$ cat config.mk
export PLATFORM = sky130hd
export DESIGN_NAME = scan_compactor_top
export DESIGN_NICKNAME = d
export VERILOG_FILES = /design/src/rtl/scan_compactor_pkg.sv /design/src/rtl/scan_mask_reg.sv /design/src/rtl/scan_chain_decoder.sv /design/src/rtl/scan_xor_compactor.sv /design/src/rtl/scan_compactor_top.sv
export SDC_FILE = /design/constraint.sdc
export NUM_CORES = 1
export LEC_CHECK = 0
export BUFFER_PORTS_ARGS = -buffer_cell sky130_fd_sc_hd__buf_2
export CAP_MARGIN = 25
export CORE_AREA = 2 2 39 41
export DETAILED_ROUTE_END_ITERATION = 10
export DIE_AREA = 0 0 41 43
export PLACE_DENSITY = 0.41
export SYNTH_ARGS = -nofsm -noshare
export SYNTH_HDL_FRONTEND = slang
export SYNTH_SLANG_ARGS = --single-unit
$ cat constraint.sdc
create_clock -name clk -period 1.01 [get_ports clk]
set_input_delay 0.202 -clock clk [delete_from_list [all_inputs] [get_ports clk]]
set_output_delay 0.202 -clock clk [all_outputs]
set_load 0.02 [all_outputs]
$ cat src/rtl/scan_compactor_pkg.sv
package scan_compactor_pkg;

    typedef enum logic [1:0] {
        OBS_ALL    = 2'd0,
        OBS_SINGLE = 2'd1,
        OBS_BYPASS = 2'd2
    } obs_mode_e;

    function automatic obs_mode_e pick_mode(input logic bypass, input logic single);
        if (bypass)      return OBS_BYPASS;
        else if (single) return OBS_SINGLE;
        else             return OBS_ALL;
    endfunction

endpackage

$ cat src/rtl/scan_mask_reg.sv
module scan_mask_reg #(
    parameter int MASK_W = 3
) (
    input  logic              clk,
    input  logic              rst,
    input  logic              shift_en,
    input  logic              load,
    input  logic              ser_in,
    output logic [MASK_W-1:0] mask_o
);
    typedef struct packed {
        logic [MASK_W-1:0] bits;
    } mask_state_t;

    mask_state_t st_d, st_q;

    always_comb begin
        st_d = st_q;
        if (rst) begin
            st_d.bits = '0;
        end else if (load && !shift_en) begin
            st_d.bits = {ser_in, st_q.bits[MASK_W-1:1]};
        end
    end

    always_ff @(posedge clk) begin
        st_q <= st_d;
    end

    assign mask_o = st_q.bits;

    // no change while shifting scan data
    a_r6_hold_in_shift: assert property (@(posedge clk) disable iff (rst)
        shift_en |=> $stable(mask_o));

    // serial entry at the top bit
    a_r5_serial_entry: assert property (@(posedge clk) disable iff (rst)
        (load && !shift_en) |=> (mask_o[MASK_W-1] == $past(ser_in)));

    // reset clears the mask
    a_r8_mask_reset: assert property (@(posedge clk)
        rst |=> (mask_o == '0));
endmodule

$ cat src/rtl/scan_chain_decoder.sv
module scan_chain_decoder #(
    parameter int NUM_CHAINS = 4,
    parameter int SEL_W      = 2
) (
    input  logic                  single_en,
    input  logic [SEL_W-1:0]      index,
    output logic [NUM_CHAINS-1:0] enable
);
    logic [NUM_CHAINS-1:0] onehot;

    for (genvar g = 0; g < NUM_CHAINS; g++) begin : g_dec
        assign onehot[g] = (index == SEL_W'(g));
    end

    always_comb begin
        if (single_en) enable = onehot;
        else           enable = '1;
    end
endmodule

$ cat src/rtl/scan_xor_compactor.sv
module scan_xor_compactor #(
    parameter int NUM_CHAINS = 4
) (
    input  logic [NUM_CHAINS-1:0] chain_in,
    input  logic [NUM_CHAINS-1:0] enable,
    output logic                  folded
);
    localparam int LEVELS = (NUM_CHAINS > 1) ? $clog2(NUM_CHAINS) : 1;
    localparam int LEAVES = 1 << LEVELS;
    localparam int NODES  = 2 * LEAVES - 1;

    logic [NODES-1:0] node;

    for (genvar g = 0; g < LEAVES; g++) begin : g_leaf
        if (g < NUM_CHAINS) begin : g_real
            assign node[LEAVES-1+g] = chain_in[g] & enable[g];
        end else begin : g_pad
            assign node[LEAVES-1+g] = 1'b0;
        end
    end

    for (genvar i = 0; i < LEAVES - 1; i++) begin : g_tree
        assign node[i] = node[2*i+1] ^ node[2*i+2];
    end

    assign folded = node[0];
endmodule

$ cat src/rtl/scan_compactor_top.sv
module scan_compactor_top
    import scan_compactor_pkg::*;
#(
    parameter int NUM_CHAINS = 4
) (
    input  logic                  clk,
    input  logic                  rst,
    input  logic                  shift_en,
    input  logic [NUM_CHAINS-1:0] chain_in,
    input  logic                  bypass_en,
    input  logic                  mask_load,
    input  logic                  mask_in,
    output logic                  scan_out
);
    localparam int SEL_W  = (NUM_CHAINS > 1) ? $clog2(NUM_CHAINS) : 1;
    localparam int MASK_W = SEL_W + 1;

    typedef struct packed {
        logic pipe;
    } out_state_t;

    logic [MASK_W-1:0]     mask;
    logic                  single_en;
    logic [SEL_W-1:0]      index;
    logic [NUM_CHAINS-1:0] enable;
    logic                  folded;
    logic                  direct;
    obs_mode_e             mode;
    out_state_t            st_d, st_q;

    scan_mask_reg #(.MASK_W(MASK_W)) u_mask (
        .clk      (clk),
        .rst      (rst),
        .shift_en (shift_en),
        .load     (mask_load),
        .ser_in   (mask_in),
        .mask_o   (mask)
    );

    assign single_en = mask[MASK_W-1];
    assign index     = mask[SEL_W-1:0];

    scan_chain_decoder #(.NUM_CHAINS(NUM_CHAINS), .SEL_W(SEL_W)) u_dec (
        .single_en (single_en),
        .index     (index),
        .enable    (enable)
    );

    scan_xor_compactor #(.NUM_CHAINS(NUM_CHAINS)) u_xor (
        .chain_in (chain_in),
        .enable   (enable),
        .folded   (folded)
    );

    always_comb begin
        direct = 1'b0;
        for (int k = 0; k < NUM_CHAINS; k++) begin
            if (index == SEL_W'(k)) direct = chain_in[k];
        end
    end

    always_comb begin
        mode = pick_mode(bypass_en, single_en);
        st_d = st_q;
        if (rst) begin
            st_d.pipe = 1'b0;
        end else if (shift_en) begin
            if (mode == OBS_BYPASS) st_d.pipe = direct;
            else                    st_d.pipe = folded;
        end
    end

    always_ff @(posedge clk) begin
        st_q <= st_d;
    end

    assign scan_out = st_q.pipe;

    // with the enable clear every chain is passed to the tree
    a_r2_all_observed: assert property (@(posedge clk) disable iff (rst)
        !single_en |-> (&enable));

    // exactly one chain open in single-chain mode
    a_r3_single_open: assert property (@(posedge clk) disable iff (rst)
        single_en |-> ($countones(enable) == 1));

    // bypass delivers the indexed chain after one edge
    a_r4_bypass_path: assert property (@(posedge clk) disable iff (rst)
        (shift_en && bypass_en) |=> (scan_out == $past(chain_in[index])));

    // channel holds while not shifting
    a_r7_hold_idle: assert property (@(posedge clk) disable iff (rst)
        !shift_en |=> $stable(scan_out));

    // reset clears the channel register
    a_r8_out_reset: assert property (@(posedge clk)
        rst |=> !scan_out);
endmodule

* After elaboration in Yosys (flattened, before gate mapping)
Index checks and enable logic that the tools add are counted.
Widths: inputs -> output; s select.
** Storage, ports and cells
- Input port bits :: 10
- Flip-flop bits (word level) :: 4
** Cells by class
- Bitwise logic cells :: 7
- Reductions and logical operators :: 3
- Eq/ne operators :: 4
- Multiplexer cells :: 8
** Operator list (number)
- $eq 2x2->1 const B :: 3
- $mux 1 :: 6
- $and 1x1->1 :: 4
- $mux 4 :: 1
- $xor 1x1->1 :: 3
- $eq 2x1->1 const B :: 1
- $logic_not 2->1 :: 1
- $mux 2 :: 1
- $logic_and 1x1->1 :: 1
- $logic_not 1->1 :: 1

* Depth between registers and ports, before layout
Gate-level depths: netlist of the first run.
- Word-level depth :: 6
- Depth in mapped cells :: 3
- Gate-level depth less buffers :: 3

* Hierarchy
A second synthesis of the first run with hierarchy kept.
** Unflattened totals
- Cells, all modules :: 32
- Area, all modules :: 275.3 sq um
** Modules (own cells, without submodules)
- scan_mask_reg :: sequential area each 60.1 sq um, area an instance 128.9 sq um, cells an instance 11, times used 1
- scan_compactor_top :: sequential area each 20.0 sq um, area an instance 77.6 sq um, cells an instance 8, times used 1
- scan_xor_compactor :: sequential area each 0.0 sq um, area an instance 41.3 sq um, cells an instance 7, times used 1
- scan_chain_decoder :: sequential area each 0.0 sq um, area an instance 27.5 sq um, cells an instance 6, times used 1

* Worst setup path before layout of the first run
Ideal clock, no wire load.
- Path kind :: register to register
- Start :: reg u_mask.st_q (netlist bit u_mask.mask_o[0])
- End :: reg st_q (netlist: scan_out)
- Arrival time :: 986 ps
- Cell stages (with the launch flop) :: 4
- Slack :: -104 ps
- Required time :: 882 ps
- Path buffers :: 0
- Path through :: dfxtp_1 > mux4_2 > nand3b_1 > o221ai_2
** On the way
- Word-level cells in the longest chain between the ends :: 6
** RTL lines
- start, declared :: RTL line scan_mask_reg.sv:15 : mask_state_t st_d, st_q;
- start signal, assigned :: RTL line scan_mask_reg.sv:27 : st_q <= st_d;
- $eq 2x1->1, or another cell as far along :: RTL line scan_chain_decoder.sv:12, scan_compactor_top.sv:58
- $mux 4 / $mux 1 (equally long branches) :: RTL line scan_chain_decoder.sv:16, scan_compactor_top.sv:58
- $and 1x1->1 / $mux 1 (equally long branches) :: RTL line scan_xor_compactor.sv:16, scan_compactor_top.sv:58
- $xor 1x1->1 / $mux 1 (equally long branches) (2 in a row) :: RTL line scan_xor_compactor.sv:23, scan_compactor_top.sv:58
- $mux 1 * :: RTL line scan_compactor_top.sv:68 : if (mode == OBS_BYPASS) st_d.pipe = direct;
- end signal, assigned :: RTL line scan_compactor_top.sv:74 : st_q <= st_d;
- end, declared :: RTL line scan_compactor_top.sv:29 : out_state_t st_d, st_q;
Every way passes the cells marked *; elsewhere a longest branch is shown, timed or not.
A chain may end at the register's enable or synchronous reset.

* Worst setup path after layout of the first run
Same ends and word-level chain as after synthesis.

==> results of run 1 <==
-- state kept, by name, indices dropped and copies added, names as in the netlist --
| name | flops |
|---|---|
| u_mask.mask_o | 3 |
| scan_out | 1 |
-- worst paths after layout --
check                     endpoint  slack [ns]  depth (start not counted)
hold / removal    u_mask.mask_o[0]        0.20                          2
setup / recovery          scan_out       -0.13                          3
hold reg to reg   u_mask.mask_o[0]        0.50                          2
setup reg to reg          scan_out       -0.13                          3
-- area by class of cell --
cell class | count | area [sq um]
clock buffer | 3 | 22.5
fill | 160 | 1040
multi-input combinational | 17 | 139
sequential | 4 | 81.3
tap | 16 | 20.0
timing repair buffer | 14 | 80.1
-- routing by layer --
layer	wire length (microns)	track usage, %
met5	0	0
met4	0	4.00
met3	51	6.28
met2	217	9.38
met1	205	7.77
-- power groups by stage --
stage | clock network (mW) | logic [mW] | registers [mW]
after floorplan | 0 | 0.0386 | 0.176
after detailed placement | 0 | 0.0866 | 0.172
after CTS | 0.213 | 0.0872 | 0.170
final | 0.200 | 0.0856 | 0.170
after global routing | 0.232 | 0.0957 | 0.170
after global placement | 0 | 0.0856 | 0.172
-- synthesized netlist by cell type --
cell type / count
mux4_2: 1
nor2b_1: 1
nand3b_1: 1
nor2_1: 4
o221ai_2: 1
nand2b_1: 2
xnor2_1: 1
dfxtp_1: 4
nand2_1: 1
mux2i_1: 3
xor2_1: 2
-- kinds of logic (layout without fill, tap and decap cells) --
kind of cell,count (synthesis),in the layout,synth area share (%)
xor gates and xnor gates,3,3,12.0
and+or+nand+nor,9,9,20.6
buffers and inverters,0,17,0
muxes,4,4,24.0
DFF,4,4,36.6
AOI/OAI and AO/OA,1,1,6.86
-- stage by stage --
step	util, %	setup TNS (ns)
final	24.8	-0.126
after global routing	24.8	-0.189
after CTS	24.8	-0.137
after detailed placement	23.1	-0.121
after global placement	23.1	-0.0941
after floorplan	-	-0.0810
-- timing repair --
action	in CTS	in global routing
pin swaps	0	0
endpoints found under the setup margin	1	1
gates cloned	0	0
==> flow_metrics.tcl, run 1 <==
set metrics [dict create \
    place_inst 51 \
    finalCriticalPeriod_ns 1.14 \
    grt_max_degree 6 \
    cts_sinks 4 \
    power_mw 0.455 \
    fin_cells 54 \
    drv_cap 0 \
    combPwrFrac_pct 18.8 \
    cts.path.max_buffers 2 \
    cts_tree "done" \
    rows 14 \
    rsz0062_at_grt "true" \
    synth.net_count 31 \
    insertion_delay_ns 0.23 \
    die-area_sq_um 1760 \
    cts_setup_buffers 0 \
    synth_cell_types 11 \
    synth_top_area_share_pct 36.6 \
    grt_usage_pct 7.24 \
    ys_ff_latch 4 \
    worstPathCellList "mux4_2 -> nand3b_1 -> o221ai_2" \
    power-per-cell-area_nw_per_um2 1330 \
    dieWidth_microns 41 \
    hold_viol_final 0 \
    r2r_start "u_mask.mask_o[0]" \
    path_delay_family "multiplexers" \
    p_int_mw 0.347 \
    swShare_pct 23.8 \
    timing.final.max_slew_violations 0 \
    power.switching_mw 0.108 \
    finalSetupViolations 1 \
    cp.required_ns 1.12 \
    core_area_sq_um 1380 \
    critPathLaunchType "flip-flop" \
    syn_area_per_cell_sq_um 10.4 \
    fin_hold_ws_ns 0.198 \
    max_slew_margin_pct 86.0 \
    dieHeight_microns 43 \
    tightest_slew_ns 0.209 \
    path_class "reg2reg" \
    synth_seq_area_share_pct 36.6 \
    port-buffer-count 10 \
    critPathMaxStageDelay_ns 0.48 \
    leakage_nw 0.165 \
    grt-ovfl-total 0 \
    endpoint_kind "flip-flop" \
    start_util_pct 15.8 \
    grt_antenna_before_repair 0 \
    worstHoldPathType "in2reg" \
    htree_levels 1 \
    layout_common_cells "buf_2, nor2_1, buf_4" \
    finClkSkew_ns 0.00323 \
    power_frac_clock_pct 43.9 \
    wl_per_cell_microns 8.78 \
    cts_made_buffers 3 \
    vias_per_cell 3.94 \
    finalInstanceArea_sq_um 343 \
    via_count 213 \
    postRouteAntennaNets 0 \
    vdd_ir_drop_max_uv 535 \
    cts_hold_buffers 0 \
    cp.arrival_ns 1.25 \
    final_layout_size_suffix_gt1_share_pct 52.6 \
    first_pass_iters 2 \
    clock-root-buffer "clkbuf_4" \
    ys_warn_count 0 \
    critPathMaxFanout 2 \
    wl_microns 474 \
    synth.area.top_cells "dfxtp_1, mux2i_1, mux4_2, xor2_1, nor2_1" \
    io_pins 11 \
    status "finished with violations" \
    slowest_stage "mux4_2" \
    final_common_cell "buf_2" \
    post-route-period-util_pct 112 \
    seq_power_share_pct 37.3 \
    cp-startpoint "u_mask.mask_o[0]" \
    syn-instance-count 21 \
    hp-start "rst" \
    syn_area_sq_um 219 \
    pre_cts_slack_ns -0.121 \
    insertedDiodeCount 0 \
    critical_path_buf_inv_count 0 \
    violations "negative setup slack" \
    grt_pass1_vias 200 \
    post_cts_resized 0 \
    drc 0 \
    synth_top_area_cell "dfxtp_1" \
    grt_pass1_wl_microns 793 \
    fmax_mhz 881 \
    area_growth_pct 56.6 \
    clk_pin_slew_ns 0.04 \
    routabilityCongestion 0.566 \
    placed_area_sq_um 320 \
    nNetsFinal 50 \
    drt_iter0_markers 3 \
    setup_slack_ns -0.126 \
]
(Power assumes the default switching activity.)
==> run 2, diff against run 1 <==
--- a/config.mk
+++ b/config.mk
@@ -10,7 +10,8 @@
 export CORE_AREA = 2 2 39 41
 export DETAILED_ROUTE_END_ITERATION = 10
 export DIE_AREA = 0 0 41 43
-export PLACE_DENSITY = 0.41
+export PLACE_DENSITY = 0.46
 export SYNTH_ARGS = -nofsm -noshare
 export SYNTH_HDL_FRONTEND = slang
+export SYNTH_HIERARCHICAL = 1
 export SYNTH_SLANG_ARGS = --single-unit
==> run 2 against run 1 <==
Against the previous run:
- the run still ends with negative setup slack left
- count of clock-buffer cells in the layout increased by 1
- synthesized area increased by 26%
- worst setup slack lost 0.27 ns
- sequential power fell by 2%
- via count rose by 22%
- sequential share of layout area shrank 1.5 points
- clock skew rose by 0.0021 ns
- sequential cell count did not move
- hold slack lost 0.015 ns
- critical path type unchanged
- largest power group unchanged
- highest routed layer unchanged
==> flow_metrics.tcl, run 2 <==
set metrics [dict create \
    status "finished with violations" \
    violations "negative setup slack" \
    power_mw 0.475 \
    placed_area_sq_um 365 \
    path_delay_family "flip-flops" \
    endpoint_kind "flip-flop" \
    r2r_start "u_mask/mask_o[0]" \
    power.switching_mw 0.112 \
    cts.path.max_buffers 2 \
    grt-ovfl-total 0 \
    drv_cap 0 \
    wl_microns 580 \
    power-per-cell-area_nw_per_um2 1190 \
    finalInstanceArea_sq_um 399 \
    synth.net_count 42 \
    max_slew_margin_pct 87.2 \
    die-area_sq_um 1760 \
    multiInputGateArea_sq_um 191 \
    insertion_delay_ns 0.24 \
    layout_common_cells "buf_2, o21ai_1, nand2_1" \
    io_pins 11 \
    yosys.cell_count.top_type "o21ai_1" \
    swShare_pct 23.6 \
    fmax_mhz 710 \
    final_layout_size_suffix_gt1_share_pct 52.1 \
    hold_viol_final 0 \
    syn_area_sq_um 275 \
    hp-start "rst" \
    dieWidth_microns 41 \
    area_growth_pct 45.0 \
    grt_antenna_before_repair 0 \
    final_common_cell "buf_2" \
    ys_ff_latch 4 \
    cts_sinks 4 \
    drc 0 \
    grt_max_degree 6 \
    fin_hold_ws_ns 0.183 \
    worstHoldPathType "in2reg" \
    pre_cts_slack_ns -0.401 \
    finClkSkew_ns 0.00532 \
    seq_power_share_pct 34.9 \
    cp.arrival_ns 1.51 \
    start_util_pct 19.9 \
    synth_seq_area_share_pct 29.1 \
    vdd_ir_drop_max_uv 566 \
    synth_cell_types 17 \
    worstPathCellList "inv_2 -> o21ai_1 -> nand2_1 -> xor2_1 -> xnor2_1 -> and2b_2 -> a31oi_1 -> a311oi_1" \
    power_frac_clock_pct 44.9 \
    tightest_slew_ns 0.191 \
    timing.final.max_slew_violations 0 \
    synth_enable_flop_cells 0 \
    dieHeight_microns 43 \
    critPathMaxStageDelay_ns 0.36 \
    cts_made_buffers 3 \
    leakage_nw 0.169 \
    htree_levels 1 \
    postRouteAntennaNets 0 \
    clk_pin_slew_ns 0.04 \
    largest_reg_flops 3 \
    path_class "reg2reg" \
    final-seq-area_sq_um 88.8 \
    critPathMaxFanout 4 \
    post-route-period-util_pct 139 \
    critPathLaunchType "flip-flop" \
    insertedDiodeCount 0 \
    port-buffer-count 10 \
    synth_top_area_cell "dfxtp_1" \
    synth-main-ff-cell "dfxtp_1" \
    finalSetupViolations 1 \
    vias_per_cell 4.06 \
    slowest_stage "dfxtp_4" \
    synth.area.top_cells "dfxtp_1, o21ai_1, mux2_2, mux2i_1, nand2b_1" \
    syn-instance-count 32 \
    yosys-top-cells-count "o21ai_1, dfxtp_1, nand2_1" \
    cts_tree "done" \
    drt_iter0_markers 3 \
    p_int_mw 0.363 \
    combPwrFrac_pct 20.2 \
    first_pass_iters 4 \
    grt_usage_pct 8.13 \
    cp.required_ns 1.12 \
    nNetsFinal 59 \
    via_count 260 \
    syn_area_per_cell_sq_um 8.60 \
    cp-startpoint "u_mask/mask_o[0]" \
    setup_slack_ns -0.398 \
    async_reset_ff_share_pct 0 \
    grt_pass1_wl_microns 938 \
    rsz0062_at_grt "true" \
    ys_warn_count 6 \
    rows 14 \
    wl_per_cell_microns 9.06 \
    finalCriticalPeriod_ns 1.41 \
    core_area_sq_um 1380 \
    grt_pass1_vias 253 \
    fillers 158 \
    critical_path_buf_inv_count 1 \
    synth_top_area_share_pct 29.1 \
    clock-root-buffer "clkbuf_4" \
    routabilityCongestion 0.687 \
]
run 2: power by group through the flow:
| stage | Combinational [mW] | Clock, mW | Sequential (mW) |
|---|---|---|---|
| CTS | 0.0966 | 0.222 | 0.168 |
| global route | 0.106 | 0.236 | 0.167 |
| global placement | 0.0964 | 0 | 0.170 |
| finish | 0.0957 | 0.213 | 0.166 |
| detailed placement | 0.0960 | 0 | 0.170 |
| floorplan | 0.0563 | 0 | 0.174 |
run 2: per-stage QoR:
stage          TNS [ns]  cells  util (%)
2_1_floorplan    -0.335     32         -
3_3_place_gp     -0.395     60      26.4
3_5_place_dp     -0.401     60      26.4
4_1_cts          -0.419     64      28.3
5_1_grt          -0.495     64      28.8
6_report         -0.398     64      28.8
run 2: final timing paths:
path                            cells past startpoint       end  slack (ns)
worst max-delay path                                8  scan_out       -0.40
worst max register to register                      8  scan_out       -0.40
worst min register to register                      2  scan_out        0.50
worst min-delay path                                2  scan_out        0.18
run 2: worst register-to-register path: stages (launching register included):
cell and delay (ns):
dfxtp_4 0.36, inv_2 0.04, o21ai_1 0.12, nand2_1 0.08, xor2_1 0.15, xnor2_1 0.13, and2b_2 0.19, a31oi_1 0.14
a311oi_1 0.10
run 2: layout make-up:
| cell class | instances | area share [%] |
|---|---|---|
| Clock buffer | 4 | 6.58 |
| Timing Repair Buffer | 12 | 16.3 |
| Multi-Input combinational cell | 26 | 48.0 |
| Sequential cell | 4 | 22.3 |
| Inverter | 2 | 1.88 |
| Tap cell | 16 | 5.02 |
run 2: cells by family (layout without fill, tap and decap cells):
kind of cell | after synthesis | in the layout | share of synthesized area (%)
multiplexers | 4 | 4 | 15.5
AND/OR/NAND/NOR | 12 | 12 | 28.6
XOR/XNOR | 3 | 3 | 9.55
AO/OA/AOI/OAI | 7 | 7 | 14.5
buffers and inverters | 2 | 18 | 2.72
flip-flops | 4 | 4 | 29.1
run 2: layer usage:
| metal | up-vias | track usage [%] | routed length (microns) |
|---|---|---|---|
| met5 | - | 0 | 0 |
| met4 | 0 | 4.00 | 0 |
| met3 | 0 | 4.71 | 64 |
| met2 | 12 | 10.0 | 221 |
| met1 | 104 | 10.9 | 294 |
| li1 | 144 | - | - |
run 2: repair_timing:
action	in CTS	in global routing
hold buffers	0	0
endpoints found under the setup margin	1	1
pin swaps	0	1
resized for setup	0	3
buffers inserted	0	0
==> run 3, diff against run 2 <==
--- a/config.mk
+++ b/config.mk
@@ -6,11 +6,12 @@
 export NUM_CORES = 1
 export LEC_CHECK = 0
 export BUFFER_PORTS_ARGS = -buffer_cell sky130_fd_sc_hd__buf_2
-export CAP_MARGIN = 25
+export CAP_MARGIN = 20
 export CORE_AREA = 2 2 39 41
 export DETAILED_ROUTE_END_ITERATION = 10
 export DIE_AREA = 0 0 41 43
 export PLACE_DENSITY = 0.46
+export REMOVE_ABC_BUFFERS = 1
 export SYNTH_ARGS = -nofsm -noshare
 export SYNTH_HDL_FRONTEND = slang
 export SYNTH_HIERARCHICAL = 1
==> run 3 against run 2 <==
Against the previous run:
- the run still ends with negative setup slack left
- count of clock-buffer cells in the layout fell by 1
- global-route usage rose by 1.1 points
- final area rose by 3.1%
- combinational power rose by 9.7%
- register-to-register slack got worse by 0.04 ns
- maximum frequency fell by 2.9%
- critical endpoint unchanged
- highest routed layer is now met4
==> flow_metrics.tcl, run 3 (same netlist as run 2, synthesis figures left out) <==
set metrics [dict create \
    status "finished with violations" \
    violations "negative setup slack" \
    tns_ns -0.441 \
    layout_common_cells "buf_2, o21ai_1" \
    final_layout_size_suffix_gt1_share_pct 56.3 \
    clock-root-buffer "clkbuf_4" \
    cts_sinks 4 \
    leakage_nw 0.178 \
    worstPathCellList "inv_2 -> o21ai_2 -> nand2_2 -> xnor2_2 -> xnor2_1 -> and2b_2 -> a31oi_1 -> a311oi_1" \
    critPathLaunchType "flip-flop" \
    port-buffer-count 10 \
    post-dp-hpwl_microns 537 \
    grt_max_degree 6 \
    post-route-period-util_pct 144 \
    cts_tree "done" \
    final_common_cell "buf_2" \
    cp.arrival_ns 1.59 \
    start_util_pct 19.9 \
    via_count 275 \
    core_area_sq_um 1380 \
    endpoint_kind "flip-flop" \
    cts_made_buffers 3 \
    placed_area_sq_um 360 \
    vdd_ir_drop_max_uv 412 \
    finClkSkew_ns 0.00239 \
    swShare_pct 25.6 \
    seq_power_share_pct 35.1 \
    tightest_slew_ns 0.216 \
    insertedDiodeCount 0 \
    dieWidth_microns 41 \
    cts_hold_buffers 0 \
    rsz0062_at_grt "true" \
    area_growth_pct 49.5 \
    path_class "reg2reg" \
    critPathMaxFanout 4 \
    slowest_stage "dfxtp_4" \
    place_inst 60 \
    wl_microns 712 \
    timing.final.max_slew_violations 0 \
    htree_levels 1 \
    finalCriticalPeriod_ns 1.45 \
    power-per-cell-area_nw_per_um2 1150 \
    routabilityCongestion 0.678 \
    fin_hold_ws_ns 0.187 \
    grt_antenna_before_repair 0 \
    finalSetupViolations 1 \
    p_int_mw 0.351 \
    clk_pin_slew_ns 0.04 \
    drc 0 \
    cp.required_ns 1.15 \
    largest_reg_flops 3 \
    nNetsFinal 60 \
    wl_per_cell_microns 11.1 \
    power_frac_clock_pct 42.6 \
    setup_slack_ns -0.441 \
    io_pins 11 \
    die-area_sq_um 1760 \
    max_slew_margin_pct 85.5 \
    insertion_delay_ns 0.23 \
    power.switching_mw 0.121 \
    dieHeight_microns 43 \
    hold_viol_final 0 \
    drv_cap 0 \
    drt_iter0_markers 7 \
    fmax_mhz 689 \
    postRouteAntennaNets 0 \
    first_pass_iters 2 \
    grt-ovfl-total 0 \
    critPathMaxStageDelay_ns 0.35 \
    finalInstanceArea_sq_um 412 \
    fin_cells 64 \
    cts.path.max_buffers 2 \
    combPwrFrac_pct 22.3 \
    rows 14 \
    grt_usage_pct 9.23 \
    grt_pass1_vias 270 \
    vias_per_cell 4.30 \
    worstHoldPathType "in2reg" \
    grt_pass1_wl_microns 1010 \
]
==> run 3: routing by layer <==
metal	vias up	share of wire, %	track usage [%]
li1	144	-	-
met5	-	0	0
met1	120	50	11.2
met3	2	6.3	4.71
met2	9	43	11.3
met4	0	0.84	8.00
==> run 3: cell type report <==
class | instances | area, sq um
Fill cell | 156 | 972
Inverter | 2 | 7.51
Clock buffer | 3 | 22.5
Timing Repair Buffer | 13 | 72.6
Sequential cell | 4 | 87.6
Multi-Input combinational cell | 26 | 201
Tap cell | 16 | 20.0
==> run 3: final timing paths <==
| kind | slack [ns] | depth (start not counted) | endpoint | start |
|---|---|---|---|---|
| min | 0.19 | 2 | scan_out | rst |
| min reg2reg | 0.51 | 2 | scan_out | scan_out |
| max reg2reg | -0.44 | 8 | scan_out | u_mask/mask_o[0] |
| max | -0.44 | 8 | scan_out | u_mask/mask_o[0] |
==> run 3: worst max-delay path, delay by kind of cell, from the launching register on <==
kind	cells	cell delay (ns)
buffers and inverters	1	0.04
DFF	1	0.35
xor gates and xnor gates	2	0.31
and+or+nand+nor	2	0.23
AOI/OAI and AO/OA	3	0.42
==> run 3: what timing repair did <==
item	CTS	global route
pin swaps	7	6
resized for setup	4	4
endpoints found under the hold margin	0	0
setup buffers	1	0
endpoints found under the setup margin	1	1
==> run 3: power groups by stage <==
stage | Combinational [mW] | Clock (mW) | Sequential, mW
after global placement | 0.0959 | 0 | 0.173
after CTS | 0.0990 | 0.212 | 0.170
after global routing | 0.113 | 0.224 | 0.167
after floorplan | 0.0563 | 0 | 0.176
final | 0.105 | 0.201 | 0.166
after detailed placement | 0.0971 | 0 | 0.172
==> run 3: metrics by stage <==
step / utilization (%) / total power [mW] / setup WS [ns]
4_1_cts: 28.7 / 0.481 / -0.431
6_report: 29.7 / 0.473 / -0.441
5_1_grt: 29.7 / 0.504 / -0.550
3_5_place_dp: 26.0 / 0.270 / -0.518
2_1_floorplan: - / 0.233 / -0.418
3_3_place_gp: 26.0 / 0.269 / -0.491
